`config.mk`:
```
export PLATFORM = sky130hd
export DESIGN_NAME = exc_entry_ctrl
export DESIGN_NICKNAME = d
export VERILOG_FILES = /design/src/rtl/exc_entry_pkg.sv /design/src/rtl/exc_entry_classify.sv /design/src/rtl/exc_entry_datapath.sv /design/src/rtl/exc_entry_ctrl.sv
export SDC_FILE = /design/constraint.sdc
export NUM_CORES = 1
export LEC_CHECK = 0
export BUFFER_PORTS_ARGS = -buffer_cell sky130_fd_sc_hd__buf_2
export CAP_MARGIN = 20
export CELL_PAD_IN_SITES_DETAIL_PLACEMENT = 0
export CELL_PAD_IN_SITES_GLOBAL_PLACEMENT = 1
export CORE_MARGIN = 2
export CORE_UTILIZATION = 30
export CTS_CLUSTER_SIZE = 14
export DETAILED_ROUTE_END_ITERATION = 7
export GPL_ROUTABILITY_DRIVEN = 0
export GPL_TIMING_DRIVEN = 0
export HOLD_SLACK_MARGIN = 0.15
export PLACE_DENSITY = 0.87
export RECOVER_POWER = 25
export SYNTH_ARGS = -nofsm -noshare
export SYNTH_HDL_FRONTEND = slang
export SYNTH_SLANG_ARGS = --single-unit
```
`constraint.sdc`:
```
create_clock -name clk -period 2.6 [get_ports clk]
set_input_delay 0.52 -clock clk [delete_from_list [all_inputs] [get_ports clk]]
set_output_delay 0.52 -clock clk [all_outputs]
set_load 0.01 [all_outputs]
```
`src/rtl/exc_entry_pkg.sv`:
```
package exc_entry_pkg;

  localparam int CODE_W = 3;

  // enable register bit positions
  localparam int IE_GLB  = 0;
  localparam int IE_SAVN = 1;
  localparam int IE_SAVD = 2;
  localparam int IE_W    = 3;

  typedef enum logic [CODE_W-1:0] {
    EXC_RESET = 3'd0,
    EXC_BRKPT = 3'd1,
    EXC_IBUS  = 3'd2,
    EXC_WATCH = 3'd3,
    EXC_DBUS  = 3'd4,
    EXC_DIVZ  = 3'd5,
    EXC_IRQ   = 3'd6,
    EXC_SCALL = 3'd7
  } excCode_e;

  // strobes from classification to the datapath
  typedef struct packed {
    logic takeNorm;
    logic takeDbg;
    logic useDbgBase;
    logic flagBad;
  } entryCtl_t;

endpackage

```
`src/rtl/exc_entry_classify.sv`:
```
module exc_entry_classify
  import exc_entry_pkg::*;
(
  input  logic              excReq,
  input  logic [CODE_W-1:0] excCode,
  input  logic              remapEn,
  output entryCtl_t         ctl
);

  logic isDbg;
  logic isNorm;

  always_comb begin
    isDbg  = 1'b0;
    isNorm = 1'b0;
    case (excCode_e'(excCode))
      EXC_BRKPT, EXC_WATCH:                       isDbg  = 1'b1;
      EXC_IBUS, EXC_DBUS, EXC_DIVZ, EXC_IRQ, EXC_SCALL: isNorm = 1'b1;
      default: ;
    endcase
  end

  always_comb begin
    ctl.takeNorm   = excReq & isNorm;
    ctl.takeDbg    = excReq & isDbg;
    ctl.useDbgBase = isDbg | remapEn;
    ctl.flagBad    = excReq & ~isNorm & ~isDbg;
  end

endmodule

```
`src/rtl/exc_entry_datapath.sv`:
```
module exc_entry_datapath
  import exc_entry_pkg::*;
#(
  parameter int ADDR_W     = 32,
  parameter int ALIGN_BITS = 8,
  parameter int SLOT_SHIFT = 5
) (
  input  logic              clk,
  input  logic              rst,
  input  entryCtl_t         ctl,
  input  logic [CODE_W-1:0] excCode,
  input  logic [ADDR_W-1:0] curPc,
  input  logic [IE_W-1:0]   ieIn,
  input  logic [ADDR_W-1:0] normBase,
  input  logic [ADDR_W-1:0] dbgBase,
  output logic              eaWe,
  output logic              baWe,
  output logic [ADDR_W-1:0] linkData,
  output logic              ieWe,
  output logic [IE_W-1:0]   ieOut,
  output logic              redirectValid,
  output logic [ADDR_W-1:0] redirectPc,
  output logic              unhandledErr
);

  localparam logic [ADDR_W-1:0] ALIGN_MASK = (ADDR_W'(1) << ALIGN_BITS) - ADDR_W'(1);

  logic              takeAny;
  logic [ADDR_W-1:0] selBase;
  logic [ADDR_W-1:0] slotOfs;
  logic [ADDR_W-1:0] target;
  logic [IE_W-1:0]   ieNext;

  assign takeAny = ctl.takeNorm | ctl.takeDbg;
  assign selBase = ctl.useDbgBase ? dbgBase : normBase;
  assign slotOfs = ADDR_W'(excCode) << SLOT_SHIFT;
  // aligned base: low bits are free, so an OR replaces the adder
  assign target  = (selBase & ~ALIGN_MASK) | slotOfs;

  always_comb begin
    ieNext          = ieIn;
    ieNext[IE_GLB]  = 1'b0;
    ieNext[IE_SAVN] = ieIn[IE_SAVN] | (ctl.takeNorm & ieIn[IE_GLB]);
    ieNext[IE_SAVD] = ieIn[IE_SAVD] | (ctl.takeDbg  & ieIn[IE_GLB]);
  end

  always_ff @(posedge clk) begin
    if (rst) begin
      eaWe          <= 1'b0;
      baWe          <= 1'b0;
      ieWe          <= 1'b0;
      redirectValid <= 1'b0;
      unhandledErr  <= 1'b0;
      linkData      <= '0;
      ieOut         <= '0;
      redirectPc    <= '0;
    end else begin
      eaWe          <= ctl.takeNorm;
      baWe          <= ctl.takeDbg;
      ieWe          <= takeAny;
      redirectValid <= takeAny;
      unhandledErr  <= ctl.flagBad;
      if (takeAny) begin
        linkData   <= curPc;
        ieOut      <= ieNext;
        redirectPc <= target;
      end
    end
  end

endmodule

```
`src/rtl/exc_entry_ctrl.sv`:
```
module exc_entry_ctrl
  import exc_entry_pkg::*;
#(
  parameter int ADDR_W     = 32,
  parameter int ALIGN_BITS = 8,
  parameter int SLOT_SHIFT = 5
) (
  input  logic              clk,
  input  logic              rst,
  input  logic              excReq,
  input  logic [2:0]        excCode,
  input  logic [ADDR_W-1:0] curPc,
  input  logic [2:0]        ieIn,
  input  logic              remapEn,
  input  logic [ADDR_W-1:0] normBase,
  input  logic [ADDR_W-1:0] dbgBase,
  output logic              eaWe,
  output logic              baWe,
  output logic [ADDR_W-1:0] linkData,
  output logic              ieWe,
  output logic [2:0]        ieOut,
  output logic              redirectValid,
  output logic [ADDR_W-1:0] redirectPc,
  output logic              unhandledErr
);

  entryCtl_t ctl;

  exc_entry_classify u_cls (
    .excReq  (excReq),
    .excCode (excCode),
    .remapEn (remapEn),
    .ctl     (ctl)
  );

  exc_entry_datapath #(
    .ADDR_W     (ADDR_W),
    .ALIGN_BITS (ALIGN_BITS),
    .SLOT_SHIFT (SLOT_SHIFT)
  ) u_dp (
    .clk           (clk),
    .rst           (rst),
    .ctl           (ctl),
    .excCode       (excCode),
    .curPc         (curPc),
    .ieIn          (ieIn),
    .normBase      (normBase),
    .dbgBase       (dbgBase),
    .eaWe          (eaWe),
    .baWe          (baWe),
    .linkData      (linkData),
    .ieWe          (ieWe),
    .ieOut         (ieOut),
    .redirectValid (redirectValid),
    .redirectPc    (redirectPc),
    .unhandledErr  (unhandledErr)
  );

endmodule

```
; Word-level counts from Yosys, hierarchy flattened
; Index checks and enable logic that the tools add are counted.
[word_totals]
register_bits = 70
inputBits = 106
wordCells = 32
[op_classes]
n_eq_ne = 7
mux = 3
bitwise_logic = 13
n_reduce_logical = 2
[op_table]
columns = operator, n
row1 = 2-to-1 mux 32 bit, 1
row2 = bitwise OR 32 x 8 -> 32 bit, 1
row3 = "== test 3 bit, second input constant", 4
row4 = bitwise AND 1 bit, 6
row5 = "== test 3 x 2 -> 1 bit, second input constant", 2
row6 = OR reduction 5 bit, 1
row7 = bitwise OR 1 bit, 4
row8 = "== test 3 x 1 -> 1 bit, second input constant", 1
row9 = 2-to-1 mux 1 bit, 2
row10 = inverter 1 bit, 2
row11 = OR reduction 2 bit, 1

; Logic depth before layout (Yosys ltp)
; Gate-level depths: netlist of run 1.
[depth]
depth_word = 6
ltp_mapped = 5
ltp_nobuf = 4

; By module
; From an unflattened synthesis of run 1, not the netlist that was laid out.
[hier_totals]
hier_cells = 304
hier_area_um2 = 2994.1
[modules_own_cells]
columns = mod, n_inst, cells_each, area_per_inst_um2
row1 = exc_entry_datapath, 1, 298, 2945.3
row2 = exc_entry_classify, 1, 6, 48.8

; Worst setup path before layout of run 1
; No wires, ideal clock.
[synth_path]
path_type = input to register
from = in excCode[0]
to = reg u_dp.ieOut[2]
setup_ps = 122
arrival_ps = 1350
required_ps = 2478
path_slack_ps = 1128
cell_stages = 4
cell_sequence = or3_4 -> nand2_4 -> inv_2 -> a221o_1
[synth_between]
elab_chain_len = 6
[synth_lines]
columns = item, line
row1 = "start, declared", exc_entry_ctrl.sv:11  ; input logic [2:0] excCode,
row2 = == test 3 x 1 -> 1 bit or == test 3 x 2 -> 1 bit (tied branches), exc_entry_classify.sv:16  ; case (excCode_e'(excCode))
row3 = OR reduction 2 bit, exc_entry_classify.sv:16
row4 = 2-to-1 mux 1 bit, exc_entry_classify.sv:16
row5 = bitwise AND 1 bit, exc_entry_classify.sv:25  ; ctl.takeDbg = excReq & isDbg;
row6 = bitwise AND 1 bit, exc_entry_datapath.sv:44  ; ieNext[IE_SAVD] = ieIn[IE_SAVD] | (ctl.takeDbg & ieIn[IE_GLB]);
row7 = bitwise OR 1 bit, exc_entry_datapath.sv:44
row8 = "end signal, assigned", exc_entry_datapath.sv:65  ; ieOut <= ieNext;
row9 = "end, declared", exc_entry_datapath.sv:20  ; output logic [IE_W-1:0] ieOut,
; Parallel ways exist; a longest one is shown, timed or not.
; A chain may end at the register's enable or synchronous reset.

; Worst setup path in the final report of run 1
[layout_path]
from = in excCode[0]
to = reg u_dp.redirectPc[12]
[layout_between]
elab_chain_len = 6
[layout_lines]
columns = item, line
row1 = == test 3 x 1 -> 1 bit or == test 3 x 2 -> 1 bit (tied branches), exc_entry_classify.sv:16
row2 = OR reduction 2 bit, exc_entry_classify.sv:16
row3 = 2-to-1 mux 1 bit, exc_entry_classify.sv:16
row4 = bitwise OR 1 bit, exc_entry_classify.sv:26  ; ctl.useDbgBase = isDbg | remapEn;
row5 = 2-to-1 mux 32 bit, exc_entry_datapath.sv:35  ; assign selBase = ctl.useDbgBase ? dbgBase : normBase;
row6 = bitwise OR 32 x 8 -> 32 bit, exc_entry_datapath.sv:38  ; assign target = (selBase & ~ALIGN_MASK) | slotOfs;
row7 = "end signal, assigned", exc_entry_datapath.sv:66  ; redirectPc <= target;
row8 = "end, declared", exc_entry_datapath.sv:22  ; output logic [ADDR_W-1:0] redirectPc,
; Parallel ways exist; a longest one is shown, timed or not.

==> results of run 1 <==
## kinds of logic after synthesis
| family | count (synthesis) |
|---|---|
| flops | 65 |
| compound gates | 88 |
| buf+inv | 36 |
| simple gates | 129 |
| other cells | 1 |
## cell usage in the layout (no fill, tap or decap)
cell type / instances
buf_2: 140
conb_1: 6
a221o_1: 2
nor2_1: 2
clkbuf_1: 39
a21oi_1: 35
and2b_1: 2
o21ai_0: 24
or2b_1: 1
nor3b_1: 2
inv_1: 1
bufinv_16: 3
nand2_1: 71
inv_2: 1
o21a_1: 1
buf_1: 3
dfxtp_1: 65
nand3_1: 24
a32oi_1: 24
nor2b_1: 1
o31a_1: 1
clkinv_4: 3
or3_1: 1
buf_4: 7
o31ai_4: 1
clkbuf_8: 9
nand2b_1: 25
## flip-flops by register name, summed over array words and instances (netlist names)
signal and count:
u_dp.ieWe 1, u_dp.eaWe 1, u_dp.unhandledErr 1, u_dp.redirectPc 27
u_dp.baWe 1, u_dp.linkData 32, u_dp.ieOut 2
## layout make-up
| cell class | count | area, sq um | share of cell area |
|---|---|---|---|
| multi-input combinational | 223 | 1186 | 0.3137 |
| clock buffer | 10 | 127.6 | 0.03375 |
| clock inverter | 6 | 116.4 | 0.03077 |
| sequential | 65 | 1301 | 0.3441 |
| buffer | 34 | 166.4 | 0.04401 |
| timing repair buffer | 154 | 740.7 | 0.1959 |
| tap | 108 | 135.1 | 0.03574 |
| inverter | 2 | 7.507 | 0.001985 |
## final timing paths
check,start,endpoint,slack [ps],cells after the start
max,excCode[0],u_dp.redirectPc[12]$_SDFFE_PP0P_,880,5
max reg2reg,u_dp.ieOut[2]$_SDFFE_PP0P_,u_dp.ieOut[2]$_SDFFE_PP0P_,1770,2
min reg2reg,u_dp.linkData[5]$_SDFFE_PP0P_,u_dp.linkData[5]$_SDFFE_PP0P_,450,2
min,curPc[23],u_dp.linkData[23]$_SDFFE_PP0P_,410,3
## worst max-delay path, stage by stage
cell      delay, ps
clkbuf_1        250
o31a_1          250
clkbuf_1        440
buf_2           330
a32oi_1         130
## power breakdown
| part | total, uW | internal, uW | switching (uW) |
|---|---|---|---|
| Clock | 1050 | 643 | 406 |
| Combinational | 383 | 168 | 215 |
| Sequential | 1100 | 1070 | 35.2 |
## stage by stage
stage	hold slack [ps]	cell area (sq um)	power, uW
2_1_floorplan	480.5	2676	1328
3_3_place_gp	440.3	3582	1514
3_5_place_dp	443.0	3582	1521
4_1_cts	388.3	3826	2579
5_1_grt	403.2	3781	2657
6_report	414.5	3781	2534
## routing by layer
layer / global-route usage / routed length [um] / vias up
met4: 0.07158 / 154 / 0
met5: 0 / 0 / -
met3: 0.04009 / 540 / 15
met1: 0.2108 / 3621 / 1298
met2: 0.2671 / 3859 / 103
li1: - / - / 1436
==> impl_metrics.py, run 1 <==
metrics = {
    "cts": {
        "cts_resized": 0,
        "clk_pin_slew_worst_paths_ps": 80,
        "cts_max_level": 3,
        "cts_tree": "yes",
        "clkLatencyLatePin_ps": 330,
        "ctsHoldBuffers": 0,
        "numCtsBuffers": 9,
        "clock_sinks": 65,
        "post_cts_buffers": 0,
        "cts.path.max_buffers": 2,
        "clockRootBuffer": "clkbuf_8",
    },
    "grt": {
        "grt_pass1_vias": 2824,
        "grtUsageTotal": 0.1654,
        "grt_max_degree": 13,
        "antenna_found_initial": 0,
        "overflow": 0,
        "grt_pass1_wl_mm": 13.01,
    },
    "sta": {
        "period_needed_ps": 1721,
        "clock_skew_ps": 0,
        "fin_ws_ps": 878.9,
        "tightestPinTransition_ps": 528.9,
        "finalSetupViolCount": 0,
        "tns_ps": 0,
        "slew_headroom": 0.6474,
        "rsz0062_at_grt": "no",
        "hold_violations": 0,
        "finalCritPeriodShare": 0.6620,
        "fmax_ghz": 0.5810,
        "slew_violations": 0,
    },
    "finish": {
        "fin_cells": 602,
        "syn2layout_area_growth_pct": 42.28,
        "drive_gt1_frac": 0.3320,
        "diodes": 0,
        "postLayoutCoreUtil": 0.4378,
        "nets": 595,
        "fill_cells": 929,
    },
    "synth": {
        "synth_common_cells": "nand2_1, dfxtp_1, a21oi_1",
        "synth_cell_type_count": 25,
        "syn_inst": 319,
        "syn_area_sq_mm": 0.002658,
        "synth_compound_area_frac": 0.2119,
        "synth_top_family_by_area": "simple AND/OR/NAND/NOR gates",
        "synth-simple-area-share": 0.2307,
        "synth.most_common_cell": "nand2_1",
        "ys_seq_elements": 65,
        "synthAdderAreaFrac": 0,
        "avgSynthCellArea_sq_um": 8.331,
        "yosys-top-cells-area": "dfxtp_1, nand2_1, a32oi_1",
        "yosysSeqAreaShare": 0.4896,
        "synth_top_cell_by_area": "dfxtp_1",
        "synth-xor-area-share": 0,
        "ys.warnings.count": 0,
        "muxShareOfSynthArea": 0,
        "synth_edf_count": 0,
        "synth-async-reset-ratio": 0,
        "yosysTopAreaCellShare": 0.4896,
        "synth_ff_type": "dfxtp_1",
    },
    "floorplanning": {
        "initial_utilization": 0.3077,
        "core.rowCount": 34,
        "coreArea_sq_mm": 0.008636,
        "die_area_sq_mm": 0.009628,
        "die_width_um": 98.12,
        "die_h_um": 98.12,
        "io_pins": 178,
    },
    "worst_setup_path": {
        "path_max_fanout": 10,
        "cp_data_arrival_time_ps": 1930,
        "startpoint_type": "primary input",
        "crit_type": "in2reg",
        "endpoint_kind": "flip-flop",
        "required_ps": 2800,
    },
    "status": {
        "status": "complete, no violations",
    },
    "power_and_ir_drop": {
        "p_leak_uw": 0.001702,
        "power_density_mw_per_mm2": 670.2,
        "vdd_drop_max_v": 0.0002449,
    },
    "placed_design": {
        "port_buffers": 154,
        "placed_cells": 586,
        "dpl.hpwl_mm": 6.053,
        "dp_worst_setup_slack_ps": 747.9,
    },
    "worst_hold_path": {
        "holdCritPathClass": "in2reg",
    },
    "drt": {
        "first_pass_iters": 5,
        "drt_iter0_drc": 85,
        "wl_per_cell_um": 13.58,
        "ant_nets": 0,
        "via_per_inst": 4.738,
        "finalWirelength_mm": 8.176,
        "vias": 2852,
        "drc": 0,
    },
    "run": {
        "drv_cap": 0,
    },
}
Note: power is estimated with default switching activity, not from simulation.
==> run 2, diff against run 1 <==
--- a/config.mk
+++ b/config.mk
@@ -10,13 +10,13 @@
 export CELL_PAD_IN_SITES_DETAIL_PLACEMENT = 0
 export CELL_PAD_IN_SITES_GLOBAL_PLACEMENT = 1
 export CORE_MARGIN = 2
-export CORE_UTILIZATION = 30
+export CORE_UTILIZATION = 25
 export CTS_CLUSTER_SIZE = 14
 export DETAILED_ROUTE_END_ITERATION = 7
 export GPL_ROUTABILITY_DRIVEN = 0
 export GPL_TIMING_DRIVEN = 0
 export HOLD_SLACK_MARGIN = 0.15
-export PLACE_DENSITY = 0.87
+export PLACE_DENSITY = 0.78
 export RECOVER_POWER = 25
 export SYNTH_ARGS = -nofsm -noshare
 export SYNTH_HDL_FRONTEND = slang
==> constraint.sdc (replaced) <==
create_clock -name clk -period 1.56 [get_ports clk]
set_input_delay 0.312 -clock clk [delete_from_list [all_inputs] [get_ports clk]]
set_output_delay 0.312 -clock clk [all_outputs]
set_load 0.01 [all_outputs]
==> impl_metrics.py, run 2 (synthesis gave the netlist of run 1 again) <==
metrics = {
    "drt": {
        "drc": 0,
        "first_pass_iters": 4,
        "via_per_inst": 4.540,
        "wl_per_cell_um": 13.73,
        "vias": 2860,
        "finalWirelength_mm": 8.652,
        "drt_iter0_drc": 121,
        "ant_nets": 0,
    },
    "worst_setup_path": {
        "endpoint_kind": "flip-flop",
        "startpoint_type": "primary input",
        "critPathSlowestCell": "or3_1",
        "crit_type": "in2reg",
        "cp_data_arrival_time_ps": 1630,
        "path_max_fanout": 7,
        "cp_cell_sequence": "clkbuf_1 > or3_1 > nand2_1 > inv_1 > a221o_1",
        "required_ps": 1790,
        "critical_path.max_stage_delay_ps": 420,
    },
    "floorplanning": {
        "die_area_sq_mm": 0.01147,
        "core.rowCount": 37,
        "io_pins": 178,
        "die_width_um": 107.1,
        "initial_utilization": 0.2574,
        "coreArea_sq_mm": 0.01032,
        "die_h_um": 107.1,
    },
    "status": {
        "status": "complete, no violations",
    },
    "sta": {
        "period_needed_ps": 1403,
        "slew_violations": 0,
        "clock_skew_ps": 0,
        "rsz0062_at_grt": "no",
        "fmax_ghz": 0.7129,
        "tightestPinTransition_ps": 589.4,
        "finalCritPeriodShare": 0.8992,
        "fin_ws_ps": 157.3,
        "slew_headroom": 0.6070,
        "tns_ps": 0,
        "finalSetupViolCount": 0,
        "whs_ps": 199.8,
        "hold_violations": 0,
    },
    "power_and_ir_drop": {
        "power_density_mw_per_mm2": 1094,
        "power.internal_uw": 3060,
        "power_frac_clock": 0.405,
        "p_leak_uw": 0.001709,
        "swShare": 0.2666,
        "switchingPower_uw": 1112,
        "power_uw": 4172,
        "combPwrFrac": 0.154,
        "vdd_drop_max_v": 0.0003731,
        "power_frac_seq": 0.441,
    },
    "cts": {
        "numCtsBuffers": 9,
        "post_cts_buffers": 0,
        "clock_sinks": 65,
        "cts_resized": 0,
        "cts_max_level": 3,
        "ctsHoldBuffers": 0,
        "cts.path.max_buffers": 2,
        "clkLatencyLatePin_ps": 330,
        "clockRootBuffer": "clkbuf_8",
        "cts_tree": "yes",
        "clk_pin_slew_worst_paths_ps": 80,
    },
    "finish": {
        "layout_common_cells": "buf_2, nand2_1, dfxtp_1, clkbuf_1, a21oi_1",
        "fill_cells": 1096,
        "layout_commonest_cell": "buf_2",
        "drive_gt1_frac": 0.3381,
        "diodes": 0,
        "largest_reg_flops": 32,
        "fin_cells": 630,
        "largest_registers": "u_dp.linkData (32), u_dp.redirectPc (27), u_dp.ieOut (2)",
        "largest_register": "u_dp.linkData",
        "nets": 595,
        "syn2layout_area_growth_pct": 43.46,
    },
    "grt": {
        "overflow": 0,
        "grtUsageTotal": 0.1492,
        "antenna_found_initial": 0,
        "grt_pass1_vias": 2792,
        "grt_pass1_wl_mm": 13.42,
        "grt_max_degree": 13,
    },
    "placed_design": {
        "port_buffers": 154,
        "dpl.hpwl_mm": 6.338,
        "dp_worst_setup_slack_ps": -132.1,
        "placed_cells": 614,
    },
    "run": {
        "drv_cap": 0,
    },
    "worst_hold_path": {
        "holdCritPathClass": "in2reg",
    },
}
-- run 2: cell count changes in the layout (fill, tap and decap cells not counted), sizes merged --
cell and delta:
inv +2, clkinvlp +1, clkinv -3, clkbuf -2, buf +3, bufinv -1
-- run 2: final timing paths --
kind / start / slack (ps) / end / cells after the start
hold reg to reg: u_dp.linkData[25]$_SDFFE_PP0P_ / 460 / u_dp.linkData[25]$_SDFFE_PP0P_ / 2
hold / removal: ieIn[1] / 200 / u_dp.ieOut[1]$_SDFFE_PP0P_ / 2
setup reg to reg: u_dp.ieOut[1]$_SDFFE_PP0P_ / 740 / u_dp.ieOut[1]$_SDFFE_PP0P_ / 2
setup / recovery: excCode[0] / 160 / u_dp.ieOut[2]$_SDFFE_PP0P_ / 5
-- run 2: final cells by class --
cell class,instances,area (sq um),area share
repair buffers,154,742.0,0.1946
clock buffers,11,151.4,0.03971
clock inverters,5,85.08,0.02232
multi-input cells,223,1186,0.3111
plain buffers,34,168.9,0.04431
flip-flops and latches,65,1301,0.3413
well taps,136,170.2,0.04463
inverters,2,7.507,0.001969
-- run 2: critical path: cells and delay by family --
kind	cells	cell delay (ps)
simple gates	2	660
compound gates	1	350
buf+inv	2	300
-- run 2: layer usage --
layer,part of all wire,vias to the layer above,track usage
li1,-,1438,-
met1,0.46,1309,0.1960
met2,0.47,105,0.2441
met3,0.056,8,0.02918
met4,0.0087,0,0.05009
met5,0,-,0
-- run 2: metrics by stage --
stage	utilization	cell area [sq um]
floorplan	-	2676
global placement	0.3504	3617
detailed placement	0.3504	3617
CTS	0.3733	3854
global route	0.3693	3812
finish	0.3693	3812
-- run 2: power by group through the flow --
stage                     clock network (uW)  logic (uW)  registers (uW)
after floorplan                            0         280            1930
after global placement                     0         657            1870
after detailed placement                   0         664            1880
after CTS                               1760         666            1840
after global routing                    1840         721            1850
final                                   1690         643            1840
==> run 3, diff against run 2 <==
--- a/config.mk
+++ b/config.mk
@@ -16,8 +16,9 @@
 export GPL_ROUTABILITY_DRIVEN = 0
 export GPL_TIMING_DRIVEN = 0
 export HOLD_SLACK_MARGIN = 0.15
-export PLACE_DENSITY = 0.78
+export PLACE_DENSITY = 0.75
 export RECOVER_POWER = 25
+export SLEW_MARGIN = 10
 export SYNTH_ARGS = -nofsm -noshare
 export SYNTH_HDL_FRONTEND = slang
 export SYNTH_SLANG_ARGS = --single-unit
==> impl_metrics.py, run 3 (synthesis gave the netlist of run 1 again) <==
metrics = {
    "worst_setup_path": {
        "startpoint_type": "primary input",
        "critical_path.max_stage_delay_ps": 400,
        "r2r-start": "u_dp.ieOut[2]$_SDFFE_PP0P_",
        "r2r_cells": 2,
        "path_delay_family": "simple AND/OR/NAND/NOR gates",
        "endpoint_kind": "flip-flop",
        "cp_cell_sequence": "buf_2 > or3_1 > nand2_1 > inv_2 > a221o_1",
        "rrSetupSlack_ps": 750,
        "path_max_fanout": 7,
        "crit_type": "in2reg",
        "cp_data_arrival_time_ps": 1530,
        "crit_path_end": "u_dp.ieOut[2]$_SDFFE_PP0P_",
        "timing.rr.end": "u_dp.ieOut[2]$_SDFFE_PP0P_",
        "crit_buf_inv": 2,
        "cp.depth": 5,
        "critPathSlowestCell": "or3_1",
        "required_ps": 1780,
        "crit_start": "excCode[0]",
    },
    "sta": {
        "fmax_ghz": 0.7610,
        "finalCritPeriodShare": 0.8424,
        "hold_violations": 0,
        "tns_ps": 0,
        "slew_headroom": 0.6323,
        "finalSetupViolCount": 0,
        "fin_ws_ps": 245.9,
        "period_needed_ps": 1314,
        "whs_ps": 198.4,
        "rsz0062_at_grt": "no",
        "slew_violations": 0,
        "tightestPinTransition_ps": 551.6,
        "clock_skew_ps": 0,
    },
    "floorplanning": {
        "die_h_um": 107.1,
        "coreArea_sq_mm": 0.01032,
        "io_pins": 178,
        "initial_utilization": 0.2574,
        "die_area_sq_mm": 0.01147,
        "die_width_um": 107.1,
        "core.rowCount": 37,
    },
    "finish": {
        "layout_commonest_cell": "buf_2",
        "largest_registers": "u_dp.linkData (32), u_dp.redirectPc (27), u_dp.ieOut (2)",
        "fill_cells": 1125,
        "layout_common_cells": "buf_2, nand2_1, dfxtp_1, clkbuf_1, a21oi_1",
        "multi_input_comb_area_sq_mm": 0.001186,
        "syn2layout_area_growth_pct": 41.67,
        "drive_gt1_frac": 0.3340,
        "largest_register": "u_dp.linkData",
        "postLayoutCoreUtil": 0.3647,
        "diodes": 0,
        "nets": 595,
        "seq_area_sq_mm": 0.001301,
        "largest_reg_flops": 32,
    },
    "placed_design": {
        "dp_worst_setup_slack_ps": -84.25,
        "port_buffers": 154,
        "dpl.hpwl_mm": 6.360,
    },
    "cts": {
        "cts_max_level": 3,
        "cts_tree": "yes",
        "clock_sinks": 65,
        "clockRootBuffer": "clkbuf_8",
        "post_cts_buffers": 0,
        "cts_resized": 0,
        "clk_pin_slew_worst_paths_ps": 70,
        "numCtsBuffers": 9,
        "ctsHoldBuffers": 0,
        "clkLatencyLatePin_ps": 330,
        "cts.path.max_buffers": 2,
    },
    "power_and_ir_drop": {
        "power_uw": 3905,
        "p_leak_uw": 0.001687,
        "power_density_mw_per_mm2": 1037,
        "vdd_drop_max_v": 0.0003849,
    },
    "drt": {
        "drc": 0,
        "drt_iter0_drc": 93,
        "wl_per_cell_um": 13.63,
        "finalWirelength_mm": 8.587,
        "vias": 2883,
        "first_pass_iters": 4,
        "via_per_inst": 4.576,
        "ant_nets": 0,
    },
    "grt": {
        "antenna_found_initial": 0,
        "grt_max_degree": 11,
        "grt_pass1_vias": 2875,
        "grtUsageTotal": 0.1496,
        "overflow": 0,
        "grt_pass1_wl_mm": 13.43,
    },
    "worst_hold_path": {
        "holdCritPathClass": "in2reg",
    },
    "status": {
        "status": "complete, no violations",
    },
    "run": {
        "drv_cap": 0,
    },
}
run 3: cell type report:
cell class | instances | share of cell area
clock inverter | 3 | 0.01063
clock buffer | 13 | 0.03955
timing repair buffer | 154 | 0.1971
multi-input combinational | 223 | 0.3151
inverter | 2 | 0.001994
tap | 136 | 0.04520
buffer | 34 | 0.04487
sequential | 65 | 0.3456
run 3: worst min path at each step:
stage / from / endpoint / slack (ps) / cells past startpoint
floorplan: curPc[0] / u_dp.linkData[0]$_SDFFE_PP0P_ / 450 / 2
global placement: u_dp.linkData[3]$_SDFFE_PP0P_ / u_dp.linkData[3]$_SDFFE_PP0P_ / 440 / 2
detailed placement: u_dp.linkData[12]$_SDFFE_PP0P_ / u_dp.linkData[12]$_SDFFE_PP0P_ / 450 / 2
CTS: ieIn[1] / u_dp.ieOut[1]$_SDFFE_PP0P_ / 170 / 2
global route: ieIn[1] / u_dp.ieOut[1]$_SDFFE_PP0P_ / 190 / 2
finish: ieIn[1] / u_dp.ieOut[1]$_SDFFE_PP0P_ / 200 / 2
run 3: per-layer routing:
| metal | global-route usage | part of all wire |
|---|---|---|
| met2 | 0.2446 | 0.48 |
| met4 | 0.06401 | 0.019 |
| met1 | 0.1868 | 0.44 |
| met5 | 0 | 0 |
| met3 | 0.03647 | 0.064 |
run 3: report_power, final:
group / internal [uW] / switching [uW]
registers: 1780 / 56.7
logic: 280 / 365
clock network: 780 / 642
total: 2840 / 1060
run 3: per-stage QoR:
| stage | cells | area, sq um |
|---|---|---|
| after floorplan | 324 | 2676 |
| after global placement | 614 | 3617 |
| after detailed placement | 614 | 3617 |
| after CTS | 630 | 3806 |
| after global routing | 630 | 3765 |
| final | 630 | 3765 |
